$ cat config.mk
export PLATFORM = sky130hd
export DESIGN_NAME = pulse_interval_timer
export DESIGN_NICKNAME = d
export VERILOG_FILES = /design/src/rtl/ipt_pkg.sv /design/src/rtl/ipt_input_cond.sv /design/src/rtl/ipt_ctrl.sv /design/src/rtl/ipt_datapath.sv /design/src/rtl/pulse_interval_timer.sv
export SDC_FILE = /design/constraint.sdc
export NUM_CORES = 1
export LEC_CHECK = 0
export ABC_AREA = 1
export BUFFER_PORTS_ARGS = -buffer_cell sky130_fd_sc_hd__buf_2
export CAP_MARGIN = 40
export CELL_PAD_IN_SITES_DETAIL_PLACEMENT = 1
export CELL_PAD_IN_SITES_GLOBAL_PLACEMENT = 1
export CORE_ASPECT_RATIO = 1.5
export CORE_MARGIN = 4
export CORE_UTILIZATION = 38
export DETAILED_ROUTE_END_ITERATION = 8
export HOLD_SLACK_MARGIN = 0.06
export PLACE_DENSITY_LB_ADDON = 0.1
export SYNTH_ARGS = -nofsm -noshare
export SYNTH_HDL_FRONTEND = slang
export SYNTH_SLANG_ARGS = --single-unit
$ cat constraint.sdc
create_clock -name clk -period 1.2 [get_ports clk]
set_input_delay 0.12 -clock clk [delete_from_list [all_inputs] [get_ports clk]]
set_output_delay 0.12 -clock clk [all_outputs]
set_load 0.02 [all_outputs]
$ cat src/rtl/ipt_pkg.sv
package ipt_pkg;
  // Strobes from control to datapath
  typedef struct packed {
    logic start;    // clear counter and overflow history
    logic capture;  // load capture register, clear counter
    logic run;      // channel counting this cycle
  } ipt_strobe_t;

  localparam logic [1:0] EDGE_NONE = 2'b00;
  localparam logic [1:0] EDGE_RISE = 2'b01;
  localparam logic [1:0] EDGE_FALL = 2'b10;
  localparam logic [1:0] EDGE_BOTH = 2'b11;
endpackage

$ cat src/rtl/ipt_input_cond.sv
module ipt_input_cond #(
  parameter int SYNC_STAGES = 2,
  parameter int FILT_LEN    = 3,
  parameter bit HAS_FILTER  = 1'b1
) (
  input  logic       clk,
  input  logic       rstN,
  input  logic       pinIn,
  input  logic       filtEn,
  input  logic [1:0] edgeSel,
  output logic       edgeHit
);
  logic [SYNC_STAGES-1:0] syncQ;
  logic                   syncOut;
  logic                   level;
  logic                   prevLvl;
  logic                   riseHit;
  logic                   fallHit;

  always_ff @(posedge clk or negedge rstN) begin
    if (!rstN) syncQ <= '0;
    else       syncQ <= {syncQ[SYNC_STAGES-2:0], pinIn};
  end
  assign syncOut = syncQ[SYNC_STAGES-1];

  generate
    if (HAS_FILTER) begin : g_filter
      logic [FILT_LEN-2:0] histQ;
      logic [FILT_LEN-1:0] sampleWin;
      logic                fLvl;

      assign sampleWin = {histQ, syncOut};

      always_ff @(posedge clk or negedge rstN) begin
        if (!rstN) begin
          histQ <= '0;
          fLvl  <= 1'b0;
        end else begin
          histQ <= sampleWin[FILT_LEN-2:0];
          if (&sampleWin)       fLvl <= 1'b1;
          else if (~|sampleWin) fLvl <= 1'b0;
        end
      end

      assign level = filtEn ? fLvl : syncOut;

      // filtered level only moves after a full window of equal samples
      a_r7_filter_settle: assert property (@(posedge clk) disable iff (!rstN)
        !$stable(fLvl) |-> $past(sampleWin) == {FILT_LEN{fLvl}});
    end else begin : g_nofilter
      assign level = syncOut;
    end
  endgenerate

  always_ff @(posedge clk or negedge rstN) begin
    if (!rstN) prevLvl <= 1'b0;
    else       prevLvl <= level;
  end

  assign riseHit = level & ~prevLvl;
  assign fallHit = ~level & prevLvl;
  assign edgeHit = (edgeSel[0] & riseHit) | (edgeSel[1] & fallHit);
endmodule

$ cat src/rtl/ipt_ctrl.sv
module ipt_ctrl
  import ipt_pkg::*;
(
  input  logic        clk,
  input  logic        rstN,
  input  logic        swTrig,
  input  logic        swStop,
  input  logic        edgeHit,
  output logic        chanOn,
  output ipt_strobe_t stb
);
  logic onQ;

  always_comb begin
    stb.start   = swTrig & ~onQ & ~swStop;
    stb.capture = onQ & ~swStop & (swTrig | edgeHit);
    stb.run     = onQ & ~swStop;
  end

  always_ff @(posedge clk or negedge rstN) begin
    if (!rstN)          onQ <= 1'b0;
    else if (swStop)    onQ <= 1'b0;
    else if (stb.start) onQ <= 1'b1;
  end

  assign chanOn = onQ;

  // stop always leaves the channel off
  a_r8_stop_off: assert property (@(posedge clk) disable iff (!rstN)
    swStop |=> !chanOn);
  // strobe while idle turns the channel on
  a_r1_start_on: assert property (@(posedge clk) disable iff (!rstN)
    !chanOn && swTrig && !swStop |=> chanOn);
endmodule

$ cat src/rtl/ipt_datapath.sv
module ipt_datapath
  import ipt_pkg::*;
#(
  parameter int CNT_W = 16
) (
  input  logic             clk,
  input  logic             rstN,
  input  logic             countTick,
  input  ipt_strobe_t      stb,
  output logic [CNT_W-1:0] capData,
  output logic             capOvf,
  output logic             capIrq
);
  localparam logic [CNT_W-1:0] CNT_MAX = '1;
  localparam logic [CNT_W-1:0] CNT_ONE = {{(CNT_W-1){1'b0}}, 1'b1};

  logic [CNT_W-1:0] cntQ;
  logic             wrapSeen;
  logic             tickNow;

  assign tickNow = stb.run & countTick;

  always_ff @(posedge clk or negedge rstN) begin
    if (!rstN) begin
      cntQ     <= '0;
      wrapSeen <= 1'b0;
      capData  <= '0;
      capOvf   <= 1'b0;
      capIrq   <= 1'b0;
    end else begin
      capIrq <= stb.capture;
      if (stb.start) begin
        cntQ     <= '0;
        wrapSeen <= 1'b0;
      end else if (stb.capture) begin
        capData  <= cntQ;
        capOvf   <= wrapSeen;
        cntQ     <= '0;
        wrapSeen <= 1'b0;
      end else if (tickNow) begin
        cntQ <= cntQ + CNT_ONE;
        if (cntQ == CNT_MAX) wrapSeen <= 1'b1;
      end
    end
  end

  // pulse cycle shows the count from before the capture edge
  a_r3_load_match: assert property (@(posedge clk) disable iff (!rstN)
    capIrq |-> capData == $past(cntQ));
  // counter restarted on the capture edge
  a_r3_cleared: assert property (@(posedge clk) disable iff (!rstN)
    capIrq |-> cntQ == '0);
  // single step per tick while running
  a_r2_step: assert property (@(posedge clk) disable iff (!rstN)
    stb.run && !stb.capture && !stb.start && countTick |=> cntQ == $past(cntQ) + CNT_ONE);
  // counter frozen while off
  a_r8_frozen: assert property (@(posedge clk) disable iff (!rstN)
    !stb.run && !stb.start |=> $stable(cntQ));
endmodule

$ cat src/rtl/pulse_interval_timer.sv
module pulse_interval_timer
  import ipt_pkg::*;
#(
  parameter int CNT_W       = 16,
  parameter int SYNC_STAGES = 2,
  parameter int FILT_LEN    = 3
) (
  input  logic             clk,
  input  logic             rstN,
  input  logic             countTick,
  input  logic             chanStartCap,
  input  logic             chanStop,
  input  logic             pinIn,
  input  logic [1:0]       edgeSel,
  input  logic             filtEn,
  output logic [CNT_W-1:0] capData,
  output logic             capOvf,
  output logic             capIrq,
  output logic             chanOn
);
  logic        edgeHit;
  ipt_strobe_t stb;

  ipt_input_cond #(
    .SYNC_STAGES(SYNC_STAGES),
    .FILT_LEN   (FILT_LEN),
    .HAS_FILTER (1'b1)
  ) u_cond (
    .clk    (clk),
    .rstN   (rstN),
    .pinIn  (pinIn),
    .filtEn (filtEn),
    .edgeSel(edgeSel),
    .edgeHit(edgeHit)
  );

  ipt_ctrl u_ctrl (
    .clk    (clk),
    .rstN   (rstN),
    .swTrig (chanStartCap),
    .swStop (chanStop),
    .edgeHit(edgeHit),
    .chanOn (chanOn),
    .stb    (stb)
  );

  ipt_datapath #(.CNT_W(CNT_W)) u_dp (
    .clk      (clk),
    .rstN     (rstN),
    .countTick(countTick),
    .stb      (stb),
    .capData  (capData),
    .capOvf   (capOvf),
    .capIrq   (capIrq)
  );
endmodule

==> results.yml <==
status:
  status: "complete, but fails checks"
  violations: "negative setup slack"
die:
  die_area_um2: 6460
  io-pin-count: 28
  start_util_pct: 40.3
  core-area_um2: 4930
  num_rows: 31
  chipHeight_um: 96.5
  die_x_um: 67.0
finish:
  fin_nets: 311
  syn2layout_area_growth_pct: 54.1
  final_cell_mix: "41 x dfrtp_1, 28 x buf_4, 27 x buf_2"
  register_area_um2: 1050
  drive_gt1_share_pct: 52.6
  final_cells: 368
  n_antenna_cell: 0
  fillers: 566
  final_common_cell: "dfrtp_1"
  multi_input_area_um2: 1110
flow_run:
  cap_violations: 0
clocking:
  cts_buffer_depth: 2
  htreeDepth: 2
  cts_sinks: 42
  cts_buffers: 5
  cts_tree: "yes"
  cts.clk_slew.worst_paths_ps: 80
  clock-root-buffer: "clkbuf_8"
  clock_latency_ps: 300
placed_design:
  dp_hpwl_mm: 3.56
  gp_congestion: 0.725
  numPlacedInstances: 340
  io_buffers: 27
  dp_slack_ps: -203
route:
  post_drt_wl_per_cell_um: 16.8
  wl_mm: 6.19
  first_pass_iters: 4
  via_per_inst: 5.02
  ant_nets: 0
  vias: 1848
  drtIter0Drc: 28
  drc: 0
synth:
  ys_seq_area_share_pct: 53.0
  ys_ff_latch: 42
  ys_warn_count: 0
  syn_nets: 235
  yosysUniqueCellTypes: 24
  synth_area_um2: 1980
  synth_cells: 225
  syn_area_per_cell_um2: 8.81
sta:
  finalWorstSetupSlack_ps: -174
  layout_min_cycle_time_ps: 1370
  period_share_pct: 115
  slew-limit-headroom_pct: 79.4
  whs_ps: 116
  tightestPinTransition_ps: 308
  rsz0062_at_grt: "yes"
  hold_viol_final: 0
  fmax_mhz: 728
  finalSetupViolCount: 33
  finalMaxSlewViolations: 0
  skew_ps: 4.14
pwr:
  total_power_mw: 3.87
  power_density_nw_per_um2: 1270
  leakage_nw: 1.45
  ir_worst_vdd_mv: 1.02
grt:
  grt_pass1_wl_mm: 9.87
  antenna_found_initial: 0
  grt_max_degree: 43
  grt.overflow.total: 0
  grt_pass1_vias: 1983
  grt.total_usage_pct: 20.6
setup_path:
  reg2reg_to: "u_dp.cntQ[12]"
  crit_type: "flop to flop"
  r2r_cells: 8
  cpPeakStageDelay_ps: 410
  cp_top_family: "simple AND/OR/NAND/NOR gates"
  crit_path_cell_trace: "buf_4 > nand2_4 > nor2_4 > nand2_2 > nor2_4 > nand2_2 > o21ai_2 > a21oi_2"
  cp_max_fo: 4
  slowest_stage: "dfrtp_1"
  cp.buffers_inverters: 1
  required_ps: 1390
  timing.rr.start: "u_dp.cntQ[2]"
  critPathCaptureType: "flop"
  ff2ff_setup_slack_ps: -170
  arrival_ps: 1560
  startpoint_type: "flop"
worst_hold_path:
  hold_start: "chanStop"
  hp-class: "input pin to flop"
  whs_endpoint: "u_ctrl.chanOn"
  min_path_cells: 4
## cells in the mapped netlist
library cell | number | area, µm²
a31oi_1 | 1 | 6.26
inv_1 | 26 | 97.6
nor2_1 | 30 | 113
nand3_1 | 18 | 90.1
o21ai_1 | 5 | 25.0
o31ai_1 | 1 | 7.51
xor2_1 | 3 | 26.3
buf_6 | 2 | 22.5
nand2_2 | 6 | 37.5
xnor2_1 | 2 | 17.5
inv_2 | 2 | 7.51
nand2_4 | 1 | 11.3
nor2_2 | 3 | 18.8
a21oi_1 | 19 | 95.1
nor2_4 | 7 | 78.8
ha_1 | 1 | 12.5
nand2_1 | 45 | 169
inv_4 | 1 | 6.26
nand4_1 | 4 | 25.0
nor3_2 | 2 | 20.0
nand3_4 | 1 | 17.5
buf_4 | 1 | 7.51
dfrtp_1 | 42 | 1050
nand3_2 | 2 | 20.0
## worst min-delay path: stages
cell and delay [ps]:
buf_2 80, inv_1 60, nand2_4 80, nand2_1 50
## sequential cells by signal, indices dropped and copies added (netlist names)
| signal | count |
|---|---|
| u_dp.wrapSeen | 1 |
| u_cond.g_filter.histQ | 2 |
| u_dp.capOvf | 1 |
| u_dp.capData | 16 |
| u_dp.cntQ | 16 |
| u_ctrl.chanOn | 1 |
| u_cond.syncQ | 2 |
| u_cond.prevLvl | 1 |
| u_cond.g_filter.fLvl | 1 |
| u_dp.capIrq | 1 |
## cells by family (layout without fill, tap and decap cells)
| group | after synthesis | in the layout | synth area share (%) |
|---|---|---|---|
| simple gates | 119 | 120 | 30.3 |
| flops | 42 | 42 | 53.0 |
| buf+inv | 32 | 108 | 7.13 |
| compound gates | 26 | 26 | 6.75 |
| xor+xnor | 5 | 5 | 2.21 |
| fa+ha+maj | 1 | 1 | 0.631 |
## repair_timing
item / CTS / global route
hold endpoints to repair: 43 / 0
hold buffers: 2 / 0
pin swaps: 17 / 25
setup endpoints to repair: 28 / 35
gates resized for setup: 48 / 45
buffers inserted: 11 / 5
gates cloned: 5 / 0
## layer usage
layer / track usage, % / part of all wire [%] / vias to the layer above
li1: - / - / 868
met1: 23.3 / 39 / 927
met3: 3.70 / 3.4 / 17
met2: 37.5 / 54 / 36
met5: 0 / 0 / -
met4: 8.12 / 3.3 / 0
## per-stage QoR
stage          instance area (µm²)  TNS, ps  utilization (%)
2_1_floorplan                 2000     -188                -
3_3_place_gp                  2400    -1070             48.7
3_5_place_dp                  2400    -1970             48.7
4_1_cts                       2890    -3300             58.6
5_1_grt                       3060    -5590             62.0
6_report                      3060    -3150             62.0
## area by class of cell
type                            instances  area share [%]
Timing Repair Buffer                   71            19.4
Inverter                               29            3.64
Sequential cell                        42            34.4
Clock inverter                          1           0.983
Multi-Input combinational cell        152            36.3
Clock buffer                            7            2.50
Tap cell                               66            2.70
## how the worst max path moves through the flow
| stage | cells after the start | slack (ps) | startpoint | to |
|---|---|---|---|---|
| final | 8 | -170 | u_dp.cntQ[2] | u_dp.cntQ[12] |
| after global placement | 8 | -140 | u_dp.cntQ[1] | u_dp.cntQ[12] |
| after floorplan | 8 | -70 | u_dp.cntQ[0] | u_dp.cntQ[12] |
| after detailed placement | 8 | -200 | u_dp.cntQ[1] | u_dp.cntQ[12] |
| after global routing | 10 | -270 | u_dp.cntQ[0] | u_dp.cntQ[8] |
| after CTS | 8 | -170 | u_dp.cntQ[1] | u_dp.cntQ[12] |
## power breakdown
part / internal, mW / total, mW / switching (mW)
clock network: 0.623 / 1.11 / 0.492
registers: 1.57 / 1.69 / 0.119
logic: 0.458 / 1.07 / 0.615
total: 2.65 / 3.87 / 1.23
No activity file was read; power rests on OpenSTA's default activity.
